===== config.mk =====
export PLATFORM = sky130hd
export DESIGN_NAME = zc_gain_ctrl
export DESIGN_NICKNAME = d
export VERILOG_FILES = /design/src/rtl/zcg_pkg.sv /design/src/rtl/zcg_sync.sv /design/src/rtl/zcg_events.sv /design/src/rtl/zcg_timeout.sv /design/src/rtl/zcg_update.sv /design/src/rtl/zc_gain_ctrl.sv
export SDC_FILE = /design/constraint.sdc
export NUM_CORES = 1
export LEC_CHECK = 0
export BUFFER_PORTS_ARGS = -buffer_cell sky130_fd_sc_hd__buf_2
export CORE_ASPECT_RATIO = 2
export CORE_MARGIN = 4
export CORE_UTILIZATION = 35
export CTS_CLUSTER_DIAMETER = 80
export CTS_CLUSTER_SIZE = 28
export DETAILED_ROUTE_END_ITERATION = 7
export PLACE_DENSITY = 0.51
export SLEW_MARGIN = 20
export SYNTH_ARGS = -nofsm -noshare
export SYNTH_HDL_FRONTEND = slang
export SYNTH_HIERARCHICAL = 1
export SYNTH_SLANG_ARGS = --single-unit

===== constraint.sdc =====
create_clock -name clk -period 2.3 [get_ports clk]
set_input_delay 0.46 -clock clk [delete_from_list [all_inputs] [get_ports clk]]
set_output_delay 0.46 -clock clk [all_outputs]
set_load 0.1 [all_outputs]

===== src/rtl/zcg_pkg.sv =====
// Package: shared widths and the code-to-dB map for the gain update controller.
// Assumes codes are unsigned and that the dB value fits in DB_W bits.
package zcg_pkg;
    localparam int CODE_W      = 6;
    localparam int DB_W        = 7;
    localparam int LIN_OFFSET  = 9;   // dB added to codes in the linear range
    localparam int LIN_TOP     = 56;  // last code of the linear range
    localparam int MAX_DB      = LIN_OFFSET + LIN_TOP;

    typedef logic [CODE_W-1:0] code_t;
    typedef logic [DB_W-1:0]   db_t;

    // Convert a gain code to dB: zero is unity, the linear range is offset, and codes above it saturate.
    function automatic db_t code_to_db(input code_t c);
        db_t r;
        if (c == '0)
            r = '0;
        else if (int'(c) > LIN_TOP)
            r = db_t'(MAX_DB);
        else
            r = db_t'(c) + db_t'(LIN_OFFSET);
        return r;
    endfunction
endpackage


===== src/rtl/zcg_sync.sv =====
// Module: zcg_sync
// Brings W asynchronous pins into the clk domain through a STAGES-deep flop chain.
// Assumes each pin is held long enough to be seen by at least one clock edge.
module zcg_sync #(
    parameter int W      = 1,
    parameter int STAGES = 2
) (
    input  logic         clk,
    input  logic         rst_n,
    input  logic [W-1:0] d_i,
    output logic [W-1:0] q_o
);
    localparam int CHAIN_W = W * STAGES;

    logic [CHAIN_W-1:0] chain;

    generate
        if (STAGES == 1) begin : g_single
            // Single-stage capture of the pins.
            always_ff @(posedge clk) begin
                if (!rst_n) chain <= '0;
                else        chain <= d_i;
            end
        end else begin : g_multi
            // Shift the pins down the chain, with the oldest sample at the top.
            always_ff @(posedge clk) begin
                if (!rst_n) chain <= '0;
                else        chain <= {chain[CHAIN_W-W-1:0], d_i};
            end
        end
    endgenerate

    assign q_o = chain[CHAIN_W-1 -: W];
endmodule


===== src/rtl/zcg_events.sv =====
// Module: zcg_events
// Turns synchronised levels into one-cycle events: a sign change (zero crossing)
// and the release of the unity override. Assumes inputs are already synchronous.
module zcg_events (
    input  logic clk,
    input  logic rst_n,
    input  logic sign_s,
    input  logic unity_s,
    output logic zc_evt_o,
    output logic unity_rel_o
);
    logic sign_q;
    logic unity_q;

    // Keep the previous sample of each level for edge detection.
    always_ff @(posedge clk) begin
        if (!rst_n) begin
            sign_q  <= 1'b0;
            unity_q <= 1'b0;
        end else begin
            sign_q  <= sign_s;
            unity_q <= unity_s;
        end
    end

    assign zc_evt_o    = sign_s ^ sign_q;
    assign unity_rel_o = unity_q & ~unity_s;
endmodule


===== src/rtl/zcg_timeout.sv =====
// Module: zcg_timeout
// Down-counter that bounds how long a pending change may wait. It reloads on
// start_i and signals expiry once it reaches zero while a change is pending.
// Assumes TIMEOUT_CYC >= 1.
module zcg_timeout #(
    parameter int TIMEOUT_CYC = 4_000_000
) (
    input  logic clk,
    input  logic rst_n,
    input  logic start_i,
    input  logic pending_i,
    output logic expire_o
);
    localparam int CNT_W = $clog2(TIMEOUT_CYC + 1);
    localparam logic [CNT_W-1:0] RELOAD = CNT_W'(TIMEOUT_CYC - 1);

    logic [CNT_W-1:0] cnt;

    // Reload on a new request, otherwise count down while waiting.
    always_ff @(posedge clk) begin
        if (!rst_n)
            cnt <= '0;
        else if (start_i)
            cnt <= RELOAD;
        else if (pending_i && cnt != '0)
            cnt <= cnt - 1'b1;
    end

    assign expire_o = pending_i && (cnt == '0);
endmodule


===== src/rtl/zcg_update.sv =====
// Module: zcg_update
// Holds the stored gain, the pending flag and the applied gain, and decides on
// each edge whether the applied gain changes. The override has priority, then a
// new request, then the resolution of a pending change. Assumes load_i is a
// synchronous single-cycle strobe.
module zcg_update
    import zcg_pkg::*;
(
    input  logic  clk,
    input  logic  rst_n,
    input  logic  load_i,
    input  code_t code_i,
    input  logic  unity_s,
    input  logic  zc_en_s,
    input  logic  zc_evt,
    input  logic  unity_rel,
    input  logic  expire,
    output logic  start_o,
    output logic  pending_o,
    output db_t   stored_o,
    output db_t   gain_o
);
    db_t  new_db;
    db_t  target_db;
    logic request;
    logic resolve;

    // A request arises from a write or from releasing the override, and never while the override is held.
    always_comb begin
        new_db    = code_to_db(code_i);
        target_db = load_i ? new_db : stored_o;
        request   = (load_i | unity_rel) & ~unity_s;
        resolve   = pending_o & (zc_evt | expire | ~zc_en_s);
        start_o   = request & zc_en_s;
    end

    // Stored gain follows every write, including writes made under the override.
    always_ff @(posedge clk) begin
        if (!rst_n)      stored_o <= '0;
        else if (load_i) stored_o <= new_db;
    end

    // Applied gain and pending flag, updated by override, then request, then resolution.
    always_ff @(posedge clk) begin
        if (!rst_n) begin
            gain_o    <= '0;
            pending_o <= 1'b0;
        end else if (unity_s) begin
            gain_o    <= '0;
            pending_o <= 1'b0;
        end else if (request) begin
            if (zc_en_s) begin
                pending_o <= 1'b1;
            end else begin
                gain_o    <= target_db;
                pending_o <= 1'b0;
            end
        end else if (resolve) begin
            gain_o    <= stored_o;
            pending_o <= 1'b0;
        end
    end
endmodule


===== src/rtl/zc_gain_ctrl.sv =====
// Module: zc_gain_ctrl (top)
// Gain update controller: synchronises the pins, detects sign changes and the
// override release, times out waiting changes and registers the applied gain.
// Assumes code_i/load_i are synchronous to clk and the other pins are asynchronous.
module zc_gain_ctrl #(
    parameter int TIMEOUT_CYC = 4_000_000,
    parameter int SYNC_STAGES = 2
) (
    input  logic       clk,
    input  logic       rst_n,
    input  logic [5:0] code_i,
    input  logic       load_i,
    input  logic       unity_i,
    input  logic       zc_en_i,
    input  logic       sign_i,
    output logic [6:0] gain_db_o
);
    import zcg_pkg::*;

    localparam int PIN_N = 3;

    logic [PIN_N-1:0] pins_s;
    logic unity_s, zc_en_s, sign_s;
    logic zc_evt, unity_rel, expire, start, pending;
    db_t  stored_db;
    db_t  gain_db;

    zcg_sync #(.W(PIN_N), .STAGES(SYNC_STAGES)) u_sync (
        .clk   (clk),
        .rst_n (rst_n),
        .d_i   ({unity_i, zc_en_i, sign_i}),
        .q_o   (pins_s)
    );

    assign {unity_s, zc_en_s, sign_s} = pins_s;

    zcg_events u_events (
        .clk         (clk),
        .rst_n       (rst_n),
        .sign_s      (sign_s),
        .unity_s     (unity_s),
        .zc_evt_o    (zc_evt),
        .unity_rel_o (unity_rel)
    );

    zcg_timeout #(.TIMEOUT_CYC(TIMEOUT_CYC)) u_timeout (
        .clk       (clk),
        .rst_n     (rst_n),
        .start_i   (start),
        .pending_i (pending),
        .expire_o  (expire)
    );

    zcg_update u_update (
        .clk       (clk),
        .rst_n     (rst_n),
        .load_i    (load_i),
        .code_i    (code_i),
        .unity_s   (unity_s),
        .zc_en_s   (zc_en_s),
        .zc_evt    (zc_evt),
        .unity_rel (unity_rel),
        .expire    (expire),
        .start_o   (start),
        .pending_o (pending),
        .stored_o  (stored_db),
        .gain_o    (gain_db)
    );

    assign gain_db_o = gain_db;
endmodule


; ---- Word level (Yosys, flattened, before mapping)
; Index checks and enable logic that the tools add are counted.
[word_totals]
ramBits = 0
latchBits = 0
mem_count = 0
mem_bits_ro = 0
reg_bits = 45
inputBits = 12
[classes]
n_addsub = 2
n_bitwise = 11
mul = 0
n_shift = 0
n_reduce_logical = 10
div = 0
n_mux = 11
eq_ne = 1
order_cmp = 1
[ops]
columns = operator, count
row1 = 22-bit two-way mux, 2
row2 = 7-bit two-way mux, 6
row3 = 22-bit logical NOT, 1
row4 = 22-bit nonzero test, 1
row5 = 22-bit by 1-bit subtractor with 22-bit output (second input constant), 1
row6 = 6-bit by 4-bit adder with 7-bit output (second input constant), 1
row7 = 6-bit greater-than comparator (second input constant), 1
row8 = 6-bit logical NOT, 1
row9 = 1-bit bitwise AND, 4
row10 = 2-bit nonzero test, 2
row11 = 2-bit OR reduction, 2
row12 = 1-bit two-way mux, 3
row13 = 1-bit NOT, 3
row14 = 1-bit bitwise OR, 3
row15 = 1-bit logical AND, 2
row16 = 2-bit inequality test (second input constant), 1
row17 = 2-bit AND reduction, 1
row18 = 1-bit XOR, 1

; ---- Depth between registers and ports, before layout
; Gate-level depths: netlist of the first run.
[depth]
ltp_word = 7
ltp_mapped = 9
mapped_depth_nobuf = 8

; ---- Modules after synthesis
; Netlist of the first run, hierarchy kept.
[by_module_without_submodules]
columns = mod, cells_each, seq_area_each_um2, n_inst, area_each_um2
row1 = zcg_timeout, 138, 440.4, 1, 1226.2
row2 = zcg_update, 97, 300.3, 1, 895.9
row3 = zcg_sync, 15, 120.1, 1, 180.2
row4 = zcg_events, 6, 40.0, 1, 71.3

; ---- Worst setup path before layout of the first run
; OpenSTA, ideal clock, no wires.
[synth_path]
path_type = flip-flop to flip-flop
from = reg u_timeout.cnt[17]
to = reg u_update.gain_o[3]
stages_incl_launch_ff = 8
setup_ns = 0.103
setup_slack_ns = 0.205
arrival_ns = 1.992
path_cell_list = dfxtp_1 nor4_1 nand3_1 nor4_1 nor3b_1 a221oi_4 nor2_2 a2111oi_2
[synth_via]
elab_chain_cells = 7
[synth_lines]
columns = item, line_no
row1 = "start, declared", zcg_timeout.sv:17  ; logic [CNT_W-1:0] cnt;
row2 = "start signal, assigned", zcg_timeout.sv:26  ; cnt <= cnt - 1'b1;
row3 = 22-bit logical NOT, zcg_timeout.sv:29  ; assign expire_o = pending_i && (cnt == '0);
row4 = 1-bit logical AND, zcg_timeout.sv:29
row5 = net expire, zc_gain_ctrl.sv:24  ; logic zc_evt, unity_rel, expire, start, pending;
row6 = 1-bit bitwise OR (2 in a row), zcg_update.sv:33  ; resolve = pending_o & (zc_evt | expire | ~zc_en_s);
row7 = 1-bit bitwise AND, zcg_update.sv:33
row8 = 2-bit nonzero test (no line), n/a
row9 = 2-bit AND reduction (no line), n/a
row10 = "end signal, assigned", zcg_update.sv:55  ; gain_o <= target_db;
row11 = "end signal, assigned", zcg_update.sv:59  ; gain_o <= stored_o;
row12 = "end, declared", zcg_update.sv:21  ; output db_t gain_o
; The timed path passes the listed nets, and every way through them passes these cells.
; A chain may end at the register's enable or synchronous reset.

; ---- Worst setup path in the final report of the first run
[layout_path]
from = reg u_timeout.cnt[4]
to = reg u_update.gain_o[6]
; Same word-level chain as after synthesis.

==> metrics.sh, run 1 <==
START_POINT_OF_THE_WORST_MIN_DELAY_PATH='unity_i'
SYNTH_AREA_LEADERS='sky130_fd_sc_hd__dfxtp_1 (38%), sky130_fd_sc_hd__xnor2_1 (5.2%), sky130_fd_sc_hd__nor2_1 (3.0%)'
POSTLAYOUTSETUPSLACKWORST_NS=0.202
DR_VIAS=1939
CRIT-REG2REG-CAPTURE='u_update/gain_o[6]'
TIMING.CRITICAL_PATH.ARRIVAL_NS=2.31
CTS_TREE='yes'
GLOBAL_ROUTE_WIRE_LENGTH_BEFORE_REPAIR_MM=9.92
GLOBALPLACE.CONGESTION=0.793
FLOORPLAN.DIE_AREA_UM2=8240
FINALHOLDVIOLCOUNT=0
FLOORPLAN.INITIALDENSITY=0.358
FINAL_CRITICAL_PATH_TIME_INCLUDING_I_O_DELAYS_AND_SETUP_NS=2.10
WORST_SLACK_AT_PLACEMENT_NS=0.0968
DESIGN_AREA_UM2=2850
CRIT_PATH_START_KIND='flop'
PORT-BUFFER-COUNT=18
SLEW_VIOL_FINAL=0
SYNTH_TOP_AREA_SHARE=0.380
CTS_MADE_BUFFERS=5
CRITICALPATHCATEGORY='reg -> reg'
CRITICAL_PATH.STARTPOINT='u_timeout/cnt[4]'
MAXSLEWHEADROOM=0.607
AVG_SYNTHESIZED_CELL_AREA_UM2=9.27
RR_WORST_DEPTH=8
SETUP_VIOLATIONS=0
LAYOUT.FILLER_CELLS=712
HOLDWS_NS=0.370
DETAIL_ROUTE.WL_PER_CELL_UM=15.4
VDD_DROP_MAX_uV=441
ANT_NETS=0
SETUP.WORST_PATH.END='u_update/gain_o[6]'
SEQ_AREA_FRAC_SYNTH=0.380
GRT_START_MAX_NET_PINS=21
ROWS=42
CLOCK-SKEW-FINAL_NS=0.00588
CLOCK_TREE.ROOT_CELL='sky130_fd_sc_hd__clkbuf_16'
CRITICAL_PATH_REQUIRED_NS=2.51
AREAGROWTHSYNTHTOFINISH_PCT=19.9
CLOCK_TREE.HTREE_LEVEL_COUNT=2
SYN_AREA_UM2=2370
FINAL.PERIOD_UTILIZATION=0.912
GROUTE.USAGE.OVERALL=0.158
FIRSTDRTPASSITERS=4
CORE_AREA_UM2=6620
POST_SYNTH_INST_COUNT=256
IO_PINS=19
SYNTHARSTFLOPSHARE=0
DIE-WIDTH_UM=66.2
DIODES=0
POWER_LEAKAGE_nW=1.11
GLOBALROUTE.TOTALOVERFLOW=0
HIGHEST_CLOCK_RATE_MHz=477
CRIT_TOP_CELL='sky130_fd_sc_hd__nor4_2'
CLOCK_TREE_SINKS=45
SYNTH_COMMON_CELLS='sky130_fd_sc_hd__dfxtp_1 (45), sky130_fd_sc_hd__nor2_1 (19), sky130_fd_sc_hd__xnor2_1 (14)'
PLACED_CELL_AREA_UM2=2620
GRT_ANTENNA_BEFORE_REPAIR=0
YOSYS_MOST_USED_DFF='sky130_fd_sc_hd__dfxtp_1'
CLOCK_INSERTION_DELAY_WORST_SKEW_NS=0.29
DIE-HEIGHT_UM=124
DRT_ITER0_MARKERS=70
NETS=302
SYNTH_CELL_TYPE_COUNT=62
ROUTED_WIRELENGTH_MM=5.77
CP_SLOWEST_CELL='sky130_fd_sc_hd__dfxtp_1'
R2R_SLACK_NS=0.20
TIMING.CRITICAL_PATH.TO_TYPE='flop'
MIN_PATH_TYPE='in -> reg'
REMAINING_DRC_ERRORS=0
SYN_NETS=272
CP_SLOWEST_STAGE_DELAY_NS=0.36
OUTCOME='finished clean'
CLK_PATH_BUF_DEPTH=2
FINAL_LAYOUT_SIZE_SUFFIX_GT1_FRAC=0.244
SYNTH_TOP_CELL_BY_AREA='sky130_fd_sc_hd__dfxtp_1'
POSTSYNTHREGISTERBITS=45
R2R-START='u_timeout/cnt[4]'
POWER_DENSITY_nW_PER_UM2=770
SYNTH_EDF_COUNT=0
TIGHTEST_SLEW_NS=0.582
HPWLAFTERDP_MM=4.57
FIRST_GLOBAL_VIAS=2019
CRITICAL_PATH.MAX_FANOUT=7
CRIT_CHAIN='nor4_2 > nand2_1 > nor4_2 > nor3b_1 > a221oi_4 > buf_4 > nor2_1 > a211oi_1'
PATH_CLK_SLEW_NS=0.07
SYNTHMOSTINSTANTIATEDCELL='sky130_fd_sc_hd__dfxtp_1'
SYNTH.YOSYS.WARNINGS=6
CTS_HOLD_REPAIR.BUFFERS=0
AVGVIACOUNTPERCELL=5.17
MAX_CAP_VIOLATIONS=0
power by group:
group	switching [W]	total [W]	internal, W
sequential	0.0000269	0.000843	0.000816
clock	0.000325	0.000952	0.000627
combinational	0.000250	0.000397	0.000147
total	0.000602	0.00219	0.00159
cell families after synthesis:
group                    after synthesis  share of synthesized area
XOR/XNOR                              17                     0.0627
adder cells (fa/ha/maj)                4                     0.0211
AND/OR/NAND/NOR                      104                      0.255
multiplexers                           1                    0.00422
AO/OA/AOI/OAI                         59                      0.221
flip-flops                            45                      0.380
buffers and inverters                 26                     0.0564
worst min path at each step:
stage / slack [ns] / end / depth (start not counted)
2_1_floorplan: 0.41 / u_sync/chain[4] / 1
6_report: 0.37 / u_sync/chain[2] / 2
5_1_grt: 0.38 / u_sync/chain[0] / 2
3_5_place_dp: 0.42 / u_sync/chain[4] / 1
4_1_cts: 0.36 / u_sync/chain[2] / 2
3_3_place_gp: 0.41 / u_sync/chain[5] / 1
per-stage QoR:
| stage | util | setup TNS [ns] | total power [W] | cells |
|---|---|---|---|---|
| final | 0.430 | 0 | 0.00219 | 375 |
| after global routing | 0.430 | -0.00378 | 0.00229 | 375 |
| after CTS | 0.425 | 0 | 0.00222 | 374 |
| after detailed placement | 0.396 | 0 | 0.00125 | 366 |
| after global placement | 0.396 | 0 | 0.00125 | 366 |
| after floorplan | - | 0 | 0.00113 | 256 |
layout make-up:
class / instances / area [um^2] / area share
clock buffers: 5 / 125 / 0.0440
clock inverters: 3 / 68.8 / 0.0242
inverters: 12 / 45.0 / 0.0158
multi-input cells: 185 / 1360 / 0.479
flip-flops and latches: 45 / 901 / 0.316
well taps: 88 / 110 / 0.0387
repair buffers: 37 / 233 / 0.0818
timing repair:
action / CTS / global route
setup endpoints to repair: 0 / 7
resized for setup: 0 / 4
buffers inserted: 0 / 1
registers in the layout, indices dropped and copies added, names as in the netlist:
signal	count
u_update/stored_o	7
u_update/gain_o	7
u_timeout/cnt	22
u_sync/chain	6
u_events/sign_q	1
u_update/pending_o	1
u_events/unity_q	1
cell usage in the layout (no fill, tap or decap), drive strengths merged, types with 2 or more instances in the layout:
cell / Yosys / routed
dfxtp: 45 / 45
or2: 2 / 2
a31o: 2 / 2
and2b: 4 / 4
a21oi: 6 / 6
nor4: 7 / 7
a31oi: 6 / 6
and2: 9 / 9
and3: 3 / 3
o21ai: 4 / 4
nand2b: 4 / 4
nand2: 11 / 11
ha: 4 / 4
a2111oi: 3 / 3
nor3b: 3 / 3
or3: 3 / 3
or4: 4 / 4
xor2: 3 / 3
clkbuf: 6 / 5
o221ai: 2 / 2
o31a: 6 / 6
nor2: 20 / 20
nand3: 6 / 6
xnor2: 14 / 14
a32oi: 2 / 2
inv: 12 / 13
buf: 8 / 37
a311o: 2 / 2
nor3: 8 / 8
bufinv: 0 / 2
nor2b: 9 / 9
a211oi: 8 / 8
nand4: 9 / 9
o21a: 8 / 8
o31ai: 2 / 2
routing by layer:
metal | GRT usage | up-vias | part of all wire
met1 | 0.142 | 924 | 0.34
met3 | 0.0289 | 7 | 0.021
met5 | 0 | - | 0
met4 | 0.0683 | 0 | 0.022
met2 | 0.316 | 20 | 0.62
li1 | - | 988 | -
worst max-delay path, delay by kind of cell, from the launching register on:
family          cells  cell delay, ns
compound gates      2            0.48
simple gates        5            0.96
buf+inv             1            0.21
flops               1            0.36
Note: power is estimated with default switching activity, not from simulation.
==> inputs of run 2 (changes only) <==
- PLACE_DENSITY: 0.51 -> unset
- PLACE_DENSITY_LB_ADDON: unset -> 0.1
==> run 2 against run 1 <==
Final cell count stayed put. Combinational power is 1% lower. Register-to-register slack hardly changed. Critical path depth is 2 lower. Die area stayed put. Largest power group is now registers. Clock power is 13% lower. Fmax is 0.42% higher. Sequential share of layout area is 0.22 points higher. Critical path type unchanged.
==> metrics.sh, run 2 (synthesis results as in run 1) <==
TIMING.CRITICAL_PATH.TO_TYPE='flop'
SEQCELLAREA_UM2=901  # unchanged
TOTALPOWERFINAL_W=0.00206  # -6.0%
REG_TOP3='u_timeout/cnt x22, u_update/gain_o x7, u_update/stored_o x7'
SETUP_VIOLATIONS=0  # unchanged
POST_ROUTE_UTILIZATION=0.427  # -0.00302
FLOORPLAN.INITIALDENSITY=0.358  # unchanged
DRT_ITER0_MARKERS=28  # -60%
FIRSTDRTPASSITERS=4  # unchanged
CORE_AREA_UM2=6620  # unchanged
ROWS=42  # unchanged
CLOCK_TREE.HTREE_LEVEL_COUNT=2  # unchanged
CTS_HOLD_REPAIR.BUFFERS=0  # unchanged
FINALHOLDVIOLCOUNT=0  # unchanged
FINAL_CRITICAL_PATH_TIME_INCLUDING_I_O_DELAYS_AND_SETUP_NS=2.09  # -0.00887 ns
VDD_DROP_MAX_uV=537  # +22%
DIODES=0  # unchanged
SLEW_VIOL_FINAL=0  # unchanged
AVGVIACOUNTPERCELL=5.20  # +0.62%
PATH_CLK_SLEW_NS=0.07  # about the same
FIRST_GLOBAL_VIAS=1966  # -2.6%
MIN_PATH_TYPE='in -> reg'
FIN_TNS_SETUP_NS=0  # unchanged
DESIGN_AREA_UM2=2830  # -0.70%
CRITICAL_PATH_REQUIRED_NS=2.48  # -0.03 ns
CRITICALPATHCATEGORY='reg -> reg'
FINAL.PERIOD_UTILIZATION=0.908  # -0.00386
TOP_REGISTER='u_timeout/cnt'
POWER_DENSITY_nW_PER_UM2=729  # -5.4%
HIGHEST_CLOCK_RATE_MHz=479  # +0.42%
TIMING.CRITICAL_PATH.ARRIVAL_NS=2.27  # -0.04 ns
GLOBALPLACE.CONGESTION=0.734  # -7.5%
GRT_ANTENNA_BEFORE_REPAIR=0  # unchanged
LARGEST_REGISTER_FF_COUNT=22  # unchanged
GLOBALROUTE.TOTALOVERFLOW=0  # unchanged
PORT-BUFFER-COUNT=18  # unchanged
CRIT_PATH_START_KIND='flop'
CRITICAL_PATH.MAX_FANOUT=4  # -3
CLK_PATH_BUF_DEPTH=2  # unchanged
MULTIINPUTGATEAREA_UM2=1370  # +0.18%
LAYOUT_COMMON_CELLS='sky130_fd_sc_hd__dfxtp_1 (45), sky130_fd_sc_hd__buf_4 (19), sky130_fd_sc_hd__nor2_1 (19)'
CLOCK_TREE_SINKS=45  # unchanged
AREAGROWTHSYNTHTOFINISH_PCT=19.1
DIE-WIDTH_UM=66.2  # unchanged
HPWLAFTERDP_MM=4.47  # -2.2%
POSTLAYOUTSETUPSLACKWORST_NS=0.211  # +0.00887 ns
FLOORPLAN.DIE_AREA_UM2=8240  # unchanged
OUTCOME='finished clean'
DR_VIAS=1951  # +0.62%
DETAIL_ROUTE.WL_PER_CELL_UM=15.2  # -1.1%
FINAL_LAYOUT_SIZE_SUFFIX_GT1_FRAC=0.240  # -0.00348
CLOCK-SKEW-FINAL_NS=0.00594  # +0.0000617 ns
CTS_TREE='yes'
GRT_SETUP_UNREPAIRED='no'
GROUTE.USAGE.OVERALL=0.151  # -0.00725
ANT_NETS=0  # unchanged
LAYOUT.FILLER_CELLS=727  # +2.1%
WORST_SLACK_AT_PLACEMENT_NS=0.132  # +0.0350 ns
GLOBAL_ROUTE_WIRE_LENGTH_BEFORE_REPAIR_MM=9.45  # -4.8%
IO_PINS=19  # unchanged
GRT_START_MAX_NET_PINS=30  # +43%
CLOCK_INSERTION_DELAY_WORST_SKEW_NS=0.29  # about the same
TIGHTEST_SLEW_NS=0.498  # -0.0838 ns
DIE-HEIGHT_UM=124  # unchanged
ROUTED_WIRELENGTH_MM=5.71  # -1.1%
COMMONEST_NON_FILL_NON_TAP_CELL_IN_THE_LAYOUT='sky130_fd_sc_hd__dfxtp_1'
MAX_CAP_VIOLATIONS=0  # unchanged
MAXSLEWHEADROOM=0.670  # +0.0631
CP_SLOWEST_STAGE_DELAY_NS=0.53  # +0.17 ns
CP_SLOWEST_CELL='sky130_fd_sc_hd__or4_4'
PLACED_CELL_AREA_UM2=2630  # +0.29%
CLOCK_TREE.ROOT_CELL='sky130_fd_sc_hd__clkbuf_16'
CRIT_CHAIN='buf_4 > or4_4 > or3_4 > a2111oi_4 > xnor2_1 > nor2_1'
NETS=302  # unchanged
POST-CTS-SETUP-BUFFER-COUNT=0  # unchanged
REMAINING_DRC_ERRORS=0  # unchanged
POWER_LEAKAGE_nW=1.10  # -0.97%
CTS_MADE_BUFFERS=5  # unchanged
run 2: changes by cell type in the layout (fill, tap and decap cells not counted), sizes merged:
cell      change
inv           -1
bufinv        -1
clkinv        +1
clkinvlp      +1
run 2: worst paths after layout:
path,slack (ns),cells after the start,endpoint,start
setup / recovery,0.21,6,u_timeout/cnt[10],u_timeout/cnt[4]
setup reg to reg,0.21,6,u_timeout/cnt[10],u_timeout/cnt[4]
hold / removal,0.37,2,u_sync/chain[1],zc_en_i
hold reg to reg,0.44,1,u_sync/chain[4],u_sync/chain[1]
run 2: per-layer routing:
layer  routed length, um  vias to the layer above  global-route usage
met5                   0                        -                   0
met2                3490                       19               0.296
met1                1970                      934               0.138
met3                 119                        9              0.0262
li1                    -                      989                   -
met4                 129                        0              0.0731
run 2: stage by stage:
stage	cells	hold WS, ns
2_1_floorplan	256	0.406
6_report	375	0.372
5_1_grt	375	0.371
4_1_cts	375	0.368
3_3_place_gp	367	0.414
3_5_place_dp	367	0.420
run 2: final cells by class:
type,count,share of cell area
multi-input cells,185,0.483
flip-flops and latches,45,0.319
repair buffers,37,0.0823
clock buffers,5,0.0443
well taps,88,0.0390
clock inverters,3,0.0164
inverters,12,0.0159
run 2: power breakdown:
part           internal [W]  leakage (nW)  switching [W]
clock network      0.000514        0.0800       0.000310
registers          0.000816         0.367      0.0000275
logic              0.000143         0.653       0.000249
run 2: what timing repair did:
item,4_1_cts,5_1_grt
hold endpoints to repair,0,0
resized for setup,0,4
endpoints found under the setup margin,0,7
run 2: worst max-delay path: cells and delay by family, from the launching register on:
family          cells  cell delay, ns
buf+inv             1            0.15
simple gates        3            1.01
xor+xnor            1            0.15
flops               1            0.32
compound gates      1            0.34
==> inputs of run 3 (changes only) <==
- CORE_UTILIZATION: 35 -> 59
- SETUP_SLACK_MARGIN: unset -> 0.3
==> run 3 against run 2 <==
Fmax grew 2.6%. Power shrank 13%. Routed wire length grew 0.88%. Global-route usage grew 8.3 points. Worst setup slack gained 0.052 ns. Register-to-register slack gained 0.05 ns. Worst hold slack lost 0.017 ns. Non-clock buffer count grew 6. Via count grew 9.5%. Clock-buffer cell count is the same. Die area shrank 37%. Largest power group unchanged.
==> metrics.sh, run 3 (synthesis results as in run 1) <==
CLOCK_TREE.HTREE_LEVEL_COUNT=2  # unchanged
AVGVIACOUNTPERCELL=6.21  # +19%
LARGEST_REGISTER_FF_COUNT=22  # unchanged
CRIT_CHAIN='nor4_4 > nand3_2 > nor4_4 > nor3b_2 > a221oi_4 > buf_6 > buf_6 > o21ai_2 > a31oi_1'
DRT_ITER0_MARKERS=42  # +50%
GLOBALPLACE.CONGESTION=0.804  # +9.5%
CP_SLOWEST_STAGE_DELAY_NS=0.37  # -0.16 ns
COMMONEST_NON_FILL_NON_TAP_CELL_IN_THE_LAYOUT='sky130_fd_sc_hd__dfxtp_1'
TIMING.CRITICAL_PATH.TO_TYPE='flop'
PATH_CLK_SLEW_NS=0.09  # +0.02 ns
OUTCOME='finished clean'
START_POINT_OF_THE_WORST_MIN_DELAY_PATH='zc_en_i'
POWER_DENSITY_nW_PER_UM2=622  # -15%
REG_TOP3='u_timeout/cnt x22, u_update/gain_o x7, u_update/stored_o x7'
RR_WORST_DEPTH=9  # +3
FINALHOLDVIOLCOUNT=0  # unchanged
TOP_REGISTER='u_timeout/cnt'
ANT_NETS=0  # unchanged
GRT_USE_MET3=0.0399  # +0.0138
DETAIL_ROUTE.WL_PER_CELL_UM=16.7  # +10%
MIN_PATH_TYPE='in -> reg'
R2R-START='u_timeout/cnt[8]'
PLACEDCELLCOUNT=323  # -12%
FINAL_CRITICAL_PATH_TIME_INCLUDING_I_O_DELAYS_AND_SETUP_NS=2.04  # -0.0524 ns
CRITICAL_PATH.MAX_FANOUT=7  # +3
DIE-WIDTH_UM=52.9  # -20%
FINAL_LAYOUT_SIZE_SUFFIX_GT1_FRAC=0.348  # +0.108
GROUTE.USAGE.OVERALL=0.234  # +0.0829
CRIT-REG2REG-CAPTURE='u_update/gain_o[2]'
CLOCK-SKEW-FINAL_NS=0.00664  # +0.000700 ns
CRITICAL_PATH_REQUIRED_NS=2.53  # +0.05 ns
AREAGROWTHSYNTHTOFINISH_PCT=21.9
PORT-BUFFER-COUNT=18  # unchanged
LAYOUT_COMMON_CELLS='sky130_fd_sc_hd__dfxtp_1 (38), sky130_fd_sc_hd__buf_4 (20), sky130_fd_sc_hd__buf_2 (19)'
GRT.BUSIEST_LAYER='met2'
CTS_TREE='yes'
GLOBALROUTE.TOTALOVERFLOW=0  # unchanged
POSTLAYOUTSETUPSLACKWORST_NS=0.263  # +0.0524 ns
VDD_DROP_MAX_uV=536  # -0.28%
GRT_START_MAX_NET_PINS=20  # -33%
TIMING.HOLD.WORST_PATH_DEPTH=2  # unchanged
FINAL.PERIOD_UTILIZATION=0.886  # -0.0228
POWER_LEAKAGE_nW=1.13  # +3.1%
ROWS=32  # -24%
CORE_AREA_UM2=3880  # -41%
ROUTED_WIRELENGTH_MM=5.76  # +0.88%
CRITICAL_PATH.N_BUFFERS_INVERTERS=2  # +1
GLOBAL_ROUTE_WIRE_LENGTH_BEFORE_REPAIR_MM=9.29  # -1.6%
DIE-HEIGHT_UM=97.7  # -22%
FLOORPLAN.DIE_AREA_UM2=5160  # -37%
SETUP_VIOLATIONS=0  # unchanged
WORST_SLACK_AT_PLACEMENT_NS=0.105  # -0.0267 ns
FIRST_GLOBAL_VIAS=2107  # +7.2%
DR_VIAS=2136  # +9.5%
TIMING.CRITICAL_PATH.ARRIVAL_NS=2.26  # about the same
MAX_CAP_VIOLATIONS=0  # unchanged
CLK_PATH_BUF_DEPTH=2  # unchanged
FIRSTDRTPASSITERS=4  # unchanged
NETS=308  # +2.0%
MIN_DELAY_WORST_ENDPOINT='u_sync/chain[1]'
MAXSLEWHEADROOM=0.672  # +0.00220
HPWLAFTERDP_MM=3.89  # -13%
CLOCK_INSERTION_DELAY_WORST_SKEW_NS=0.30  # about the same
GLOBAL_ROUTING_USAGE_ON_MET1=0.226  # +0.0879
CLOCK_TREE.ROOT_CELL='sky130_fd_sc_hd__clkbuf_8'
HIGHEST_CLOCK_RATE_MHz=491  # +2.6%
FLOORPLAN.INITIALDENSITY=0.611  # +0.253
CTS_HOLD_REPAIR.BUFFERS=0  # unchanged
GRT_SETUP_UNREPAIRED='yes'
CRITICALPATHCATEGORY='reg -> reg'
CP_SLOWEST_CELL='sky130_fd_sc_hd__dfxtp_4'
CRITPATHTOPFAMILY='simple AND/OR/NAND/NOR gates'
CLOCK_TREE_SINKS=45  # unchanged
GRT_ANTENNA_BEFORE_REPAIR=0  # unchanged
POST_LAYOUT_CELL_COUNT=344  # -8.3%
SLEW_VIOL_FINAL=0  # unchanged
DIODES=0  # unchanged
FIN_TNS_SETUP_NS=0  # unchanged
TIGHTEST_SLEW_NS=0.491  # -0.00673 ns
IO_PINS=19  # unchanged
CRIT_PATH_START_KIND='flop'
MET2_GLOBAL_ROUTE_USAGE=0.425  # +0.129
REMAINING_DRC_ERRORS=0  # unchanged
HOLDWS_NS=0.355  # -0.0169 ns
CTS_MADE_BUFFERS=5  # unchanged
R2R_SLACK_NS=0.26  # +0.05 ns
run 3: area by class of cell:
class / count / area, um^2
multi-input cells: 185 / 1490
well taps: 51 / 63.8
fillers: 313 / 990
clock inverters: 3 / 22.5
repair buffers: 43 / 290
flip-flops and latches: 45 / 915
clock buffers: 5 / 68.8
inverters: 12 / 45.0
run 3: where the power goes:
group / total (W) / internal [W] / switching [W]
clock: 0.000502 / 0.000213 / 0.000289
combinational: 0.000451 / 0.000170 / 0.000280
sequential: 0.000846 / 0.000814 / 0.0000317
total: 0.00180 / 0.00120 / 0.000601
run 3: through the flow:
| step | power [W] | utilization | cell area [um^2] |
|---|---|---|---|
| finish | 0.00180 | 0.745 | 2890 |
| CTS | 0.00177 | 0.707 | 2750 |
| global route | 0.00188 | 0.745 | 2890 |
| global placement | 0.00123 | 0.657 | 2550 |
| detailed placement | 0.00124 | 0.657 | 2550 |
| floorplan | 0.00114 | - | 2400 |
run 3: worst max path at each step:
stage	startpoint	end	slack, ns	depth (start not counted)
2_1_floorplan	u_timeout/cnt[17]	u_update/gain_o[3]	0.32	7
3_3_place_gp	u_timeout/cnt[8]	u_update/gain_o[1]	0.21	8
3_5_place_dp	u_timeout/cnt[8]	u_update/gain_o[2]	0.11	8
4_1_cts	u_timeout/cnt[19]	u_update/gain_o[2]	0.30	9
5_1_grt	u_timeout/cnt[8]	u_update/gain_o[4]	0.16	9
6_report	u_timeout/cnt[8]	u_update/gain_o[2]	0.26	9
run 3: what timing repair did:
| action | in CTS | in global routing |
|---|---|---|
| pin swaps | 9 | 16 |
| cloned | 1 | 0 |
| resized for setup | 12 | 27 |
| setup endpoints to repair | 9 | 18 |
| setup buffers | 6 | 6 |
| endpoints found under the hold margin | 0 | 0 |
run 3: metal layers:
metal	wire, um	part of all wire	up-vias
met5	0	0	-
met2	3280	0.57	58
li1	-	-	1006
met1	1990	0.35	1044
met4	332	0.058	0
met3	157	0.027	28
